<file path="src/rtl/q15_mul_pkg.sv">
package q15_mul_pkg;
  localparam int unsigned Q_LANE_W = 16;
  localparam int unsigned Q_LANES  = 4;
  localparam int unsigned Q_DEPTH  = 2;

  // half of one result LSB, expressed at product scale
  function automatic int unsigned round_bias_exp(input int unsigned lane_w);
    return lane_w - 2;
  endfunction
endpackage

</file>
<file path="src/rtl/q15_lane_prod.sv">
module q15_lane_prod #(
  parameter int unsigned LANE_W = 16,
  localparam int unsigned PROD_W = 2 * LANE_W
) (
  input  logic                     clk,
  input  logic        [LANE_W-1:0] a_lane,
  input  logic        [LANE_W-1:0] b_lane,
  output logic signed [PROD_W-1:0] prod_q
);
  function automatic logic signed [PROD_W-1:0] full_product(
    input logic [LANE_W-1:0] x, input logic [LANE_W-1:0] y);
    logic signed [PROD_W-1:0] xs;
    logic signed [PROD_W-1:0] ys;
    xs = PROD_W'($signed(x));
    ys = PROD_W'($signed(y));
    return xs * ys;
  endfunction

  always_ff @(posedge clk) begin
    prod_q <= full_product(a_lane, b_lane);
  end
endmodule

</file>
<file path="src/rtl/q15_lane_round.sv">
module q15_lane_round #(
  parameter int unsigned LANE_W = 16,
  localparam int unsigned PROD_W = 2 * LANE_W
) (
  input  logic signed [PROD_W-1:0] prod,
  output logic        [LANE_W-1:0] lane_out
);
  import q15_mul_pkg::*;

  localparam logic signed [PROD_W-1:0] BIAS =
    PROD_W'(1) << round_bias_exp(LANE_W);

  // bits [PROD_W-2 : LANE_W-1] of the biased sum are the shifted, truncated lane
  function automatic logic [LANE_W-1:0] round_high(input logic signed [PROD_W-1:0] p);
    logic signed [PROD_W-1:0] biased;
    biased = p + BIAS;
    return biased[PROD_W-2:LANE_W-1];
  endfunction

  assign lane_out = round_high(prod);
endmodule

</file>
<file path="src/rtl/q15_valid_pipe.sv">
module q15_valid_pipe #(
  parameter int unsigned DEPTH = 2
) (
  input  logic             clk,
  input  logic             rst,
  input  logic             v_in,
  output logic [DEPTH-1:0] v_stage
);
  for (genvar s = 0; s < DEPTH; s++) begin : g_stage
    logic v_prev;
    if (s == 0) begin : g_head
      assign v_prev = v_in;
    end else begin : g_tail
      assign v_prev = v_stage[s-1];
    end
    always_ff @(posedge clk) begin
      if (rst) v_stage[s] <= 1'b0;
      else     v_stage[s] <= v_prev;
    end
  end
endmodule

</file>
<file path="src/rtl/q15_mulhrs_unit.sv">
module q15_mulhrs_unit #(
  parameter int unsigned LANE_W = q15_mul_pkg::Q_LANE_W,
  parameter int unsigned LANES  = q15_mul_pkg::Q_LANES,
  localparam int unsigned WORD_W = LANE_W * LANES,
  localparam int unsigned PROD_W = 2 * LANE_W
) (
  input  logic              clk,
  input  logic              rst,
  input  logic              in_valid,
  input  logic [WORD_W-1:0] opnd_a,
  input  logic [WORD_W-1:0] opnd_b,
  output logic              out_valid,
  output logic [WORD_W-1:0] result
);
  localparam int unsigned DEPTH = q15_mul_pkg::Q_DEPTH;

  logic [DEPTH-1:0]  v_stage;
  logic              stage1_valid;
  logic              stage2_valid;
  logic [WORD_W-1:0] packed_next;

  q15_valid_pipe #(.DEPTH(DEPTH)) u_vpipe (
    .clk     (clk),
    .rst     (rst),
    .v_in    (in_valid),
    .v_stage (v_stage)
  );

  assign stage1_valid = v_stage[0];
  assign stage2_valid = v_stage[DEPTH-1];

  for (genvar l = 0; l < LANES; l++) begin : g_lane
    logic signed [PROD_W-1:0] prod_q;
    logic        [LANE_W-1:0] lane_res;

    q15_lane_prod #(.LANE_W(LANE_W)) u_prod (
      .clk    (clk),
      .a_lane (opnd_a[l*LANE_W +: LANE_W]),
      .b_lane (opnd_b[l*LANE_W +: LANE_W]),
      .prod_q (prod_q)
    );

    q15_lane_round #(.LANE_W(LANE_W)) u_round (
      .prod     (prod_q),
      .lane_out (lane_res)
    );

    assign packed_next[l*LANE_W +: LANE_W] = lane_res;
  end

  always_ff @(posedge clk) begin
    result <= packed_next;
  end

  assign out_valid = stage2_valid;
endmodule

</file>
<file path="config.mk">
export PLATFORM = sky130hd
export DESIGN_NAME = q15_mulhrs_unit
export DESIGN_NICKNAME = d
export VERILOG_FILES = /design/src/rtl/q15_mul_pkg.sv /design/src/rtl/q15_lane_prod.sv /design/src/rtl/q15_lane_round.sv /design/src/rtl/q15_valid_pipe.sv /design/src/rtl/q15_mulhrs_unit.sv
export SDC_FILE = /design/constraint.sdc
export NUM_CORES = 2
export LEC_CHECK = 0
export ABC_CLOCK_PERIOD_IN_PS = 7200
export BUFFER_PORTS_ARGS = -buffer_cell sky130_fd_sc_hd__buf_2
export CAP_MARGIN = 20
export CORE_ASPECT_RATIO = 0.7
export CORE_MARGIN = 8
export CORE_UTILIZATION = 55
export CTS_BUF_LIST = sky130_fd_sc_hd__clkbuf_8
export DETAILED_ROUTE_END_ITERATION = 12
export PLACE_DENSITY = 0.75
export SYNTH_ARGS = -nofsm -noshare
export SYNTH_HDL_FRONTEND = slang
export SYNTH_SLANG_ARGS = --single-unit
</file>
<file path="constraint.sdc">
create_clock -name clk -period 7.2 [get_ports clk]
set_input_delay 1.44 -clock clk [delete_from_list [all_inputs] [get_ports clk]]
set_output_delay 1.44 -clock clk [all_outputs]
set_load 0.005 [all_outputs]
</file>
==> flow_summary_export.csv <==
group,metric,value,unit
job,drv_cap,0,
sta,max_freq,148.3,MHz
critical_path,endpoint_kind,"flop",
floorplan,die-area,82680,sq um
placement,io_buffer_count,195,
logic_synthesis,netlist_instances,4299,
logic_synthesis,synth_edf_count,0,
clock_tree,clk_latency,0.49,ns
critical_path,r2r_start,"g_lane[1].u_prod.prod_q[16]",
placement,placed_area,43140,sq um
sta,slew_headroom,0.6703,
detailed_routing,vias_per_cell,5.147,
logic_synthesis,synth.net_count,5762,
sta,slew_violations,0,
critical_path,reg2reg_depth,7,
detailed_routing,drt-initial-drc-count,1788,
layout,nFillCells,6191,
clock_tree,cts_hold_buf,0,
logic_synthesis,syn_area,40480,sq um
sta,clock_skew,0.01611,ns
layout,drive_gt1_frac,0.08070,
critical_path,path_max_fanout,16,
floorplan,die_h,243.0,um
clock_tree,postCtsSetupBuffers,0,
clock_tree,clk_pin_slew,0.09,ns
global_route,grt_overflow,0,
detailed_routing,firstDrtPassIters,5,
critical_path,cp-start-kind,"primary input",
clock_tree,post_cts_resize_count,0,
hold_path,hp-class,"reg -> reg",
clock_tree,cts_root_buf,"clkbuf_8",
logic_synthesis,ys.warnings.count,0,
layout,fin_nets,5973,
logic_synthesis,synthArstFlopShare,0,
critical_path,crit_type,"in -> reg",
critical_path,cp-endpoint,"g_lane[3].u_prod.prod_q[24]",
detailed_routing,avgRoutedWirePerCell,17.24,um
clock_tree,clk_path_buf_depth,2,
critical_path,r2r-end,"result[31]",
layout,fin_area,43570,sq um
clock_tree,numCtsBuffers,17,
floorplan,die-width,340.3,um
global_route,track_usage,0.2419,
placement,post-place-cells,5468,
critical_path,arrival,7.16,ns
detailed_routing,drtAntennaViolNets,0,
critical_path,critPathLaunch,"opnd_a[55]",
detailed_routing,drt-total-wl,94.85,mm
sta,rsz0062_at_grt,"no",
logic_synthesis,ys_ff_latch,134,
layout,area_growth,7.622,%
logic_synthesis,ys_seq_area_frac,0.06627,
logic_synthesis,ys.flop_type,"dfxtp_1",
detailed_routing,drc_errors,0,
placement,gp_congestion,0.9173,
detailed_routing,vias,28320,
sta,hold_viol,0,
floorplan,row_count,83,
clock_tree,clock_sinks,134,
global_route,grt_pass1_vias,31440,
floorplan,coreArea,73110,sq um
sta,fin_crit_sh,0.9368,
clock_tree,htree_levels,4,
status,status,"finished clean",
layout,finalNonFillerCells,5503,
logic_synthesis,ys_types,51,
global_route,grt_start_max_net_pins,18,
layout,regArea,2683,sq um
logic_synthesis,avgSynthCellArea,9.416,sq um
sta,period_needed,6.745,ns
global_route,antenna_found_initial,4,
global_route,grt_pass1_wl,162.0,mm
floorplan,ios,196,
layout,multiInputGateArea,33080,sq um
sta,worst_slew_pin_slew,0.4940,ns
placement,dp_hpwl,82.17,mm
critical_path,crit_required,7.62,ns
floorplan,start_util,0.5537,
sta,final-setup-viol-count,0,
clock_tree,cts_tree,"done",
critical_path,r2r_slack,5.44,ns
[stage by stage]
step / setup WS [ns] / TNS, ns / utilization / hold WS [ns]
after detailed placement: -0.01225 / -0.01225 / 0.5900 / 0.4249
final: 0.4549 / 0 / 0.5959 / 0.4294
after floorplan: 0.1573 / 0 / - / 0.4095
after global placement: 0.1122 / 0 / 0.5900 / 0.4202
after global routing: 0.2247 / 0 / 0.5959 / 0.4562
after CTS: 0.5084 / 0 / 0.5958 / 0.4343
[per-layer routing]
metal | wire [um] | GRT usage | up-vias
li1 | - | - | 12810
met1 | 41360 | 0.3406 | 14340
met2 | 42320 | 0.3731 | 1033
met3 | 9026 | 0.06844 | 132
met4 | 2129 | 0.05350 | 2
met5 | 13 | 0.004164 | -
[synth_stat cells, types with 3 or more instances]
library cell  instances  area share
a21o_1               22      0.0041
xor2_1               45      0.0097
a31o_2                3     0.00065
nand2b_1             23      0.0036
ha_1                312       0.096
a31oi_1               7      0.0011
o21bai_1              6      0.0011
xnor2_1             135       0.029
o21ai_1              10      0.0012
nand3b_1              3     0.00056
fa_1               1020        0.50
nor2_1               91      0.0084
nor2b_1               3     0.00046
clkbuf_1            128       0.012
a21oi_1              55      0.0068
o21ai_0              21      0.0026
and3_1               18      0.0028
a211oi_1              9      0.0017
nand3_1              51      0.0063
nor3_1               10      0.0012
dfxtp_1             134       0.066
nand4_1              25      0.0039
nand2_1             527       0.049
or3_1                 5     0.00077
and2_1              465       0.072
o211ai_1              4     0.00074
inv_1              1129        0.10
o21a_1                8      0.0015
[worst max-delay path, stage by stage]
cell	delay [ns]
buf_2	0.31
nand2_1	0.13
fa_1	0.57
inv_1	0.06
fa_1	0.50
inv_1	0.06
fa_1	0.55
inv_1	0.08
fa_1	0.45
fa_1	0.50
inv_1	0.05
fa_1	0.48
inv_1	0.04
ha_1	0.34
and4_1	0.23
a311oi_1	0.37
a21oi_1	0.12
a21oi_1	0.33
o21bai_1	0.15
a21oi_1	0.23
xnor2_1	0.15
[kinds of logic after synthesis]
kind of cell | after synthesis | synth area share
fa+ha+maj | 1332 | 0.6009
flops | 134 | 0.06627
xor+xnor | 180 | 0.03895
buf+inv | 1257 | 0.1166
simple gates | 1226 | 0.1496
compound gates | 170 | 0.02776
[worst min-delay path by stage]
stage / from / end / slack [ns] / depth (start not counted)
CTS: g_lane[1].u_prod.prod_q[30] / result[31] / 0.43 / 1
global placement: u_vpipe.g_stage[1].v_prev / u_vpipe.v_stage[1] / 0.42 / 1
global route: g_lane[1].u_prod.prod_q[30] / result[31] / 0.46 / 1
floorplan: g_lane[0].u_prod.prod_q[30] / result[15] / 0.41 / 1
finish: g_lane[1].u_prod.prod_q[30] / result[31] / 0.43 / 1
detailed placement: g_lane[1].u_prod.prod_q[30] / result[31] / 0.42 / 1
[area by class of cell]
cell class,instances,area share
Clock buffer,18,0.005687
Sequential cell,134,0.06158
Inverter,1129,0.09727
Clock inverter,14,0.003992
Timing Repair Buffer,320,0.04394
Antenna cell,3,0.0001723
Tap cell,977,0.02806
Multi-Input combinational cell,2908,0.7593
[cells in the final DEF (no fill, tap or decap), drive strengths merged, types with 18 or more instances in the layout]
cell    instances
inv          1133
nand2         527
o21ai          32
nand4          25
and2          465
and3           18
buf           320
nand3          51
xor2           45
fa           1020
nor2           92
dfxtp         134
nand2b         23
xnor2         135
clkbuf         18
a21o           22
a21oi          57
ha            312
[sequential cells by signal, summed over array words and instances (netlist names)]
signal / cells
result: 64
g_lane.u_prod.prod_q: 68
u_vpipe.g_stage.v_prev: 1
u_vpipe.v_stage: 1
Power is left out: the tool's default activity adds up to more than one toggle a clock period on the data nets, which glitch-free logic cannot reach.
